[src/rtl/dbs_pkg.sv]
package dbs_pkg;

  typedef enum logic [1:0] {
    MK_FAST_PAGE = 2'd0,
    MK_EXT_OUT   = 2'd1,
    MK_SYNC      = 2'd2,
    MK_RESERVED  = 2'd3
  } mem_kind_e;

  // Number of clock edges to wait before a strobe, expressed as a
  // countdown preload: a strobe appears when the counter reaches zero.
  function automatic int unsigned preload_of(input int unsigned spacing);
    return (spacing == 0) ? 0 : spacing - 1;
  endfunction

  // Last clock period (counted from the accepting edge) holding a strobe.
  function automatic int unsigned burst_span(input int unsigned lead,
                                             input int unsigned gap,
                                             input int unsigned beats);
    return lead + gap * (beats - 1);
  endfunction

endpackage

[src/rtl/dbs_timing.sv]
module dbs_timing
  import dbs_pkg::*;
#(
  parameter int CNT_W    = 4,
  parameter int WR_LEAD  = 3,
  parameter int WR_GAP   = 1,
  parameter int SYN_LEAD = 6,
  parameter int SYN_GAP  = 1,
  parameter int EXT_LEAD = 5,
  parameter int EXT_GAP  = 2,
  parameter int FPG_LEAD = 6,
  parameter int FPG_GAP  = 3
) (
  input  logic [1:0]       kind,
  input  logic             is_write,
  output logic [CNT_W-1:0] lead_pre,
  output logic [CNT_W-1:0] gap_pre
);

  localparam logic [CNT_W-1:0] WR_LEAD_P  = CNT_W'(preload_of(WR_LEAD));
  localparam logic [CNT_W-1:0] WR_GAP_P   = CNT_W'(preload_of(WR_GAP));
  localparam logic [CNT_W-1:0] SYN_LEAD_P = CNT_W'(preload_of(SYN_LEAD));
  localparam logic [CNT_W-1:0] SYN_GAP_P  = CNT_W'(preload_of(SYN_GAP));
  localparam logic [CNT_W-1:0] EXT_LEAD_P = CNT_W'(preload_of(EXT_LEAD));
  localparam logic [CNT_W-1:0] EXT_GAP_P  = CNT_W'(preload_of(EXT_GAP));
  localparam logic [CNT_W-1:0] FPG_LEAD_P = CNT_W'(preload_of(FPG_LEAD));
  localparam logic [CNT_W-1:0] FPG_GAP_P  = CNT_W'(preload_of(FPG_GAP));

  always_comb begin
    if (is_write) begin
      // Posted writes share one pattern across every memory kind.
      lead_pre = WR_LEAD_P;
      gap_pre  = WR_GAP_P;
    end else begin
      unique case (mem_kind_e'(kind))
        MK_SYNC: begin
          lead_pre = SYN_LEAD_P;
          gap_pre  = SYN_GAP_P;
        end
        MK_EXT_OUT: begin
          lead_pre = EXT_LEAD_P;
          gap_pre  = EXT_GAP_P;
        end
        default: begin
          lead_pre = FPG_LEAD_P;
          gap_pre  = FPG_GAP_P;
        end
      endcase
    end
  end

endmodule

[src/rtl/dbs_row_decode.sv]
module dbs_row_decode #(
  parameter int NUM_ROWS = 6,
  parameter int IDX_W    = (NUM_ROWS > 1) ? $clog2(NUM_ROWS) : 1
) (
  input  logic [IDX_W-1:0]    idx,
  input  logic                enable,
  output logic [NUM_ROWS-1:0] sel
);

  localparam logic [IDX_W-1:0] TOP_IDX = IDX_W'(NUM_ROWS - 1);

  logic [IDX_W-1:0] idx_lim;

  // Indices beyond the last line fold onto the last line.
  assign idx_lim = (idx > TOP_IDX) ? TOP_IDX : idx;

  for (genvar g = 0; g < NUM_ROWS; g++) begin : g_line
    assign sel[g] = enable && (idx_lim == IDX_W'(g));
  end

endmodule

[src/rtl/dbs_beat_seq.sv]
module dbs_beat_seq #(
  parameter int BEATS  = 4,
  parameter int CNT_W  = 4,
  parameter int BEAT_W = (BEATS > 1) ? $clog2(BEATS) : 1
) (
  input  logic              clk,
  input  logic              rst_n,
  input  logic              start,
  input  logic [CNT_W-1:0]  lead_pre,
  input  logic [CNT_W-1:0]  gap_pre,
  output logic              busy,
  output logic              stb,
  output logic              last,
  output logic [BEAT_W-1:0] beat
);

  localparam logic [BEAT_W-1:0] LAST_BEAT = BEAT_W'(BEATS - 1);

  logic [CNT_W-1:0] cnt_q;
  logic [CNT_W-1:0] gap_q;
  logic             cnt_zero;

  assign cnt_zero = (cnt_q == '0);
  assign stb      = busy && cnt_zero;
  assign last     = stb && (beat == LAST_BEAT);

  always_ff @(posedge clk or negedge rst_n) begin
    if (!rst_n) begin
      busy  <= 1'b0;
      cnt_q <= '0;
      gap_q <= '0;
      beat  <= '0;
    end else if (start) begin
      busy  <= 1'b1;
      cnt_q <= lead_pre;
      gap_q <= gap_pre;
      beat  <= '0;
    end else if (busy) begin
      if (cnt_zero) begin
        if (beat == LAST_BEAT) begin
          busy <= 1'b0;
        end else begin
          beat  <= beat + 1'b1;
          cnt_q <= gap_q;
        end
      end else begin
        cnt_q <= cnt_q - 1'b1;
      end
    end
  end

  // the beat number only moves forward by one per strobe within a burst
  a_r9_beat_step: assert property (@(posedge clk) disable iff (!rst_n)
    (busy && stb && !last) |=> (beat == $past(beat) + 1'b1));

  // a start is never taken while a burst is running
  a_r2_no_restart: assert property (@(posedge clk) disable iff (!rst_n)
    busy |-> !start);

endmodule

[src/rtl/dram_burst_seq.sv]
module dram_burst_seq
  import dbs_pkg::*;
#(
  parameter int NUM_ROWS = 6,
  parameter int BEATS    = 4,
  parameter int CNT_W    = 4,
  parameter int WR_LEAD  = 3,
  parameter int WR_GAP   = 1,
  parameter int SYN_LEAD = 6,
  parameter int SYN_GAP  = 1,
  parameter int EXT_LEAD = 5,
  parameter int EXT_GAP  = 2,
  parameter int FPG_LEAD = 6,
  parameter int FPG_GAP  = 3,
  localparam int IDX_W   = (NUM_ROWS > 1) ? $clog2(NUM_ROWS) : 1,
  localparam int BEAT_W  = (BEATS > 1) ? $clog2(BEATS) : 1
) (
  input  logic                clk,
  input  logic                rst_n,
  input  logic                req_valid,
  input  logic                req_write,
  input  logic [1:0]          req_kind,
  input  logic [IDX_W-1:0]    req_row,
  output logic                req_ready,
  output logic [NUM_ROWS-1:0] row_sel,
  output logic                beat_stb,
  output logic [BEAT_W-1:0]   beat_idx,
  output logic                burst_done
);

  // Named internal events, visible to the assertions below.
  logic             take;
  logic             busy;
  logic [CNT_W-1:0] lead_pre;
  logic [CNT_W-1:0] gap_pre;
  logic [IDX_W-1:0] row_q;

  assign req_ready = !busy;
  assign take      = req_valid && req_ready;

  dbs_timing #(
    .CNT_W(CNT_W), .WR_LEAD(WR_LEAD), .WR_GAP(WR_GAP),
    .SYN_LEAD(SYN_LEAD), .SYN_GAP(SYN_GAP),
    .EXT_LEAD(EXT_LEAD), .EXT_GAP(EXT_GAP),
    .FPG_LEAD(FPG_LEAD), .FPG_GAP(FPG_GAP)
  ) u_timing (
    .kind     (req_kind),
    .is_write (req_write),
    .lead_pre (lead_pre),
    .gap_pre  (gap_pre)
  );

  dbs_beat_seq #(
    .BEATS(BEATS), .CNT_W(CNT_W), .BEAT_W(BEAT_W)
  ) u_seq (
    .clk      (clk),
    .rst_n    (rst_n),
    .start    (take),
    .lead_pre (lead_pre),
    .gap_pre  (gap_pre),
    .busy     (busy),
    .stb      (beat_stb),
    .last     (burst_done),
    .beat     (beat_idx)
  );

  always_ff @(posedge clk or negedge rst_n) begin
    if (!rst_n) begin
      row_q <= '0;
    end else if (take) begin
      row_q <= req_row;
    end
  end

  dbs_row_decode #(
    .NUM_ROWS(NUM_ROWS), .IDX_W(IDX_W)
  ) u_rows (
    .idx    (row_q),
    .enable (busy),
    .sel    (row_sel)
  );

  // acceptance drops ready in the following period
  a_r2_ready_drops: assert property (@(posedge clk) disable iff (!rst_n)
    take |=> !req_ready);

  // exactly one row line during a burst
  a_r7_one_row: assert property (@(posedge clk) disable iff (!rst_n)
    !req_ready |-> $onehot(row_sel));

  // idle means no row line and no strobe
  a_r8_idle_quiet: assert property (@(posedge clk) disable iff (!rst_n)
    req_ready |-> (row_sel == '0 && !beat_stb));

  // completion coincides with the final strobe
  a_r9_done_last: assert property (@(posedge clk) disable iff (!rst_n)
    burst_done |-> (beat_stb && beat_idx == BEAT_W'(BEATS - 1)));

  // the row stays put for the whole burst
  a_r10_row_held: assert property (@(posedge clk) disable iff (!rst_n)
    (!req_ready && $past(!req_ready)) |-> $stable(row_sel));

  // ready returns right after completion
  a_r2_ready_back: assert property (@(posedge clk) disable iff (!rst_n)
    burst_done |=> req_ready);

endmodule

[config.mk]
export PLATFORM = sky130hd
export DESIGN_NAME = dram_burst_seq
export DESIGN_NICKNAME = d
export VERILOG_FILES = /design/src/rtl/dbs_pkg.sv /design/src/rtl/dbs_timing.sv /design/src/rtl/dbs_row_decode.sv /design/src/rtl/dbs_beat_seq.sv /design/src/rtl/dram_burst_seq.sv
export SDC_FILE = /design/constraint.sdc
export NUM_CORES = 1
export LEC_CHECK = 0
export ABC_CLOCK_PERIOD_IN_PS = 1900
export BUFFER_PORTS_ARGS = -buffer_cell sky130_fd_sc_hd__buf_2
export CAP_MARGIN = 10
export CORE_MARGIN = 10
export CORE_UTILIZATION = 49
export CTS_CLUSTER_DIAMETER = 50
export DETAILED_ROUTE_END_ITERATION = 6
export GPL_ROUTABILITY_DRIVEN = 0
export GPL_TIMING_DRIVEN = 1
export PLACE_DENSITY_LB_ADDON = 0.12
export SYNTH_ARGS = -nofsm -noshare
export SYNTH_HDL_FRONTEND = slang
export SYNTH_SLANG_ARGS = --single-unit
[constraint.sdc]
create_clock -name clk -period 1.9 [get_ports clk]
set_input_delay 0.095 -clock clk [delete_from_list [all_inputs] [get_ports clk]]
set_output_delay 0.095 -clock clk [all_outputs]
set_load 0.05 [all_outputs]
==> impl_results.md <==
* Class of the most critical setup path: reg -> reg
* Avg WL per Cell at 14.22 um
* Finish-stage setup viols at 0
* Area of the multi-input gates at 395.4 um2
* Critical-path cell with the highest stage delay: dfrtp_1
* Nature of the critical path endpoint: flop
* FP Rows at 13
* # fillers at 115
* Skew-Pair Late Insertion Delay at 280 ps
* Min Hold Slack at 5.217 ps
* Num CTS Buffers at 3
* Top cells by area, synth: dfrtp_1, nand2_1, ha_1
* Most frequent CP cell: a31oi_1
* Dominant synthesized flop cell: dfrtp_1
* Post-Syn Area per Cell at 8.836 um2
* Layout cells sized above 1 at 26.42%
* Chip height at 58.22 um
* Nets at 120
* Crit-path leading delay family: compound AO/OA/AOI/OAI gates
* DRT Wirelength at 1.721 mm
* Vias at 649
* Fin. max-slew vios at 0
* Initial DRC Count at 18
* Max Clk Rate at 582.2 MHz
* Die area at 3389 um2
* Mapped Nets at 94
* Register area share after synthesis at 41.96%
* Post-DP HPWL at 1.324 mm
* CTS tree: built
* Asr flop ratio synth at 100.0%
* Final setup TNS at 0 ps
* Worst endpoint required time at 2100 ps
* Worst setup SP type: flop
* Area Overhead vs Synth at 25.17%
* Worst path arrival time at 1910 ps
* Crit path buf inv count at 2
* Hold Fails Final Rpt at 0
* IO Pins at 20
* Die width at 58.22 um
* Post-Synth Simple-Gate Area at 30.42%
* Crit path largest cell delay at 400 ps
* Most frequent cell after synthesis: nand2_1
* Grt total ovfl at 0
* RSZ-0062 raised after global routing: false
* Clock Sinks at 12
* Yosys warning count at 0
* Critical Path Fanout Max at 5
* Synthesized area at 715.7 um2
* Status: finished clean
* Worst ir drop on vdd at 0.0008904 V
* Clock Skew at 4.816 ps
* Vias/cell at 5.364
* Period minus WS final at 1718 ps
* Port bufs at 19
* P per Cell Area at 1974 nW/um2
* Worst min path class: in -> reg
* Post-synthesis cell type count at 28
* # diodes at 0
* Largest net degree at the start of global routing at 14
* Post-synth EDFFs at 0
* Yosys reg bits at 12
* Combinational family with the most area after synthesis: simple AND/OR/NAND/NOR gates
* CP Cell Sequence: inv_1, ha_1, nor3b_4, buf_4, a31oi_1, nor2_1, a31oi_1
* DRT Pass-1 Iters at 4
* Post-Synth Adder-Cell Area at 6.993%
* Synth Area in Compound Gates at 15.73%
* Starting density of the core at 53.66%
* CTS Buffer Depth at 2
* Synth Area in XOR/XNOR at 0%
* DRC at 0
* LEAKAGE at 0.4704 nW
* Reg area at 300.3 um2
* Gr usage total at 10.40%
* Max cap viols at 0
* Post-synth top area cell: dfrtp_1
* Measured slew at the worst slew-check pin at 430.0 ps
* First-pass GRT wire length at 2.863 mm
* Fin crit share at 90.41%
* Max_slew headroom at 71.20%
* Post-cts gate resize count at 0
* Core area at 1334 um2
* Vias in the first global route at 677
* Post-synth top cells: nand2_1, dfrtp_1, nor2_1
* Synth Instances at 81
* Top-area cell type share of the netlist area at 41.96%
* H-tree Lvls at 1
* Root buf cell: clkbuf_4
* Mux share of post-synthesis cell area at 1.399%
* Clock Pin Slew Worst Setup and Hold Paths at 80 ps
* Initial antenna violation count at 0
* Post-route ant nets at 0
==> cells by family (layout without fill, tap and decap cells) <==
logic type      count (synthesis)  in the layout
buf+inv                         6             31
fa+ha+maj                       4              4
compound gates                 17             17
flops                          12             12
simple gates                   41             41
mux                             1              1
==> metrics by stage <==
| stage | cell area, um2 | setup slack, ps | util, % | instances | total power (W) |
|---|---|---|---|---|---|
| final | 895.9 | 182.3 | 67.17 | 121 | 0.001768 |
| after global routing | 895.9 | 106.4 | 67.17 | 121 | 0.001889 |
| after CTS | 888.4 | 78.83 | 66.60 | 120 | 0.001763 |
| after detailed placement | 832.0 | 315.3 | 62.38 | 114 | 0.001544 |
| after global placement | 832.0 | 356.7 | 62.38 | 114 | 0.001520 |
| after floorplan | 720.7 | 63.42 | - | 81 | 0.001306 |
==> routing by layer <==
layer  vias up  global-route usage, %  wire length, um
li1        329                      -                -
met1       298                  11.66              779
met2        20                  17.33              839
met3         2                  3.486               92
met4         0                  4.698                9
met5         -                      0                0
==> flip-flops by register name, indices dropped and copies added, names as in the netlist <==
| signal | cells |
|---|---|
| row_q | 3 |
| u_seq.beat | 2 |
| u_seq.gap_q | 2 |
| u_seq.cnt_q | 4 |
| u_seq.busy | 1 |
==> repair_timing <==
action                                 in CTS  in global routing
setup endpoints to repair                   0                  1
setup buffers                               0                  1
hold buffers                                2                  0
endpoints found under the hold margin      13                  0
==> power breakdown <==
part,internal (W),leakage [nW],switching [W]
clock,0.000117,0.0210,0.0000946
sequential,0.000374,0.147,0.000140
combinational,0.000360,0.303,0.000683
==> path summary, 6_finish.rpt <==
| check | slack (ps) | cells after the start | from | end |
|---|---|---|---|---|
| worst max-delay path | 180 | 7 | u_seq.cnt_q[0]$_DFFE_PN0P_ | u_seq.cnt_q[1]$_DFFE_PN0P_ |
| worst min-delay path | 5 | 3 | req_row[2] | row_q[2]$_DFFE_PN0P_ |
| worst max register to register | 180 | 7 | u_seq.cnt_q[0]$_DFFE_PN0P_ | u_seq.cnt_q[1]$_DFFE_PN0P_ |
| worst min register to register | 510 | 2 | u_seq.gap_q[1]$_DFFE_PN0P_ | u_seq.gap_q[1]$_DFFE_PN0P_ |
| max in group asynchronous | 1460 | 2 | rst_n | u_seq.cnt_q[1]$_DFFE_PN0P_ |
| min in group asynchronous | 220 | 2 | rst_n | u_seq.beat[1]$_DFFE_PN0P_ |
==> final cells by class <==
cell class / count / area share (%)
inverters: 4 / 1.676
repair buffers: 23 / 14.53
multi-input cells: 63 / 44.13
well taps: 15 / 2.095
clock buffers: 4 / 4.050
flip-flops and latches: 12 / 33.52
==> layout by cell type (no fill, tap or decap), types with 3 or more instances in the layout <==
cell type  instances
nand2_1           15
buf_2             19
o21ai_0            5
nor3_1             4
nand2b_1           5
ha_1               4
dfrtp_1           12
clkbuf_4           3
a31oi_1            3
nor2_1             7
inv_1              4
==> worst register-to-register path, delay by kind of cell, from the launching register on <==
kind	cells	cell delay (ps)
compound gates	2	540
flops	1	400
simple gates	2	260
fa+ha+maj	1	240
buf+inv	2	210
No activity file was read; power rests on OpenSTA's default activity.
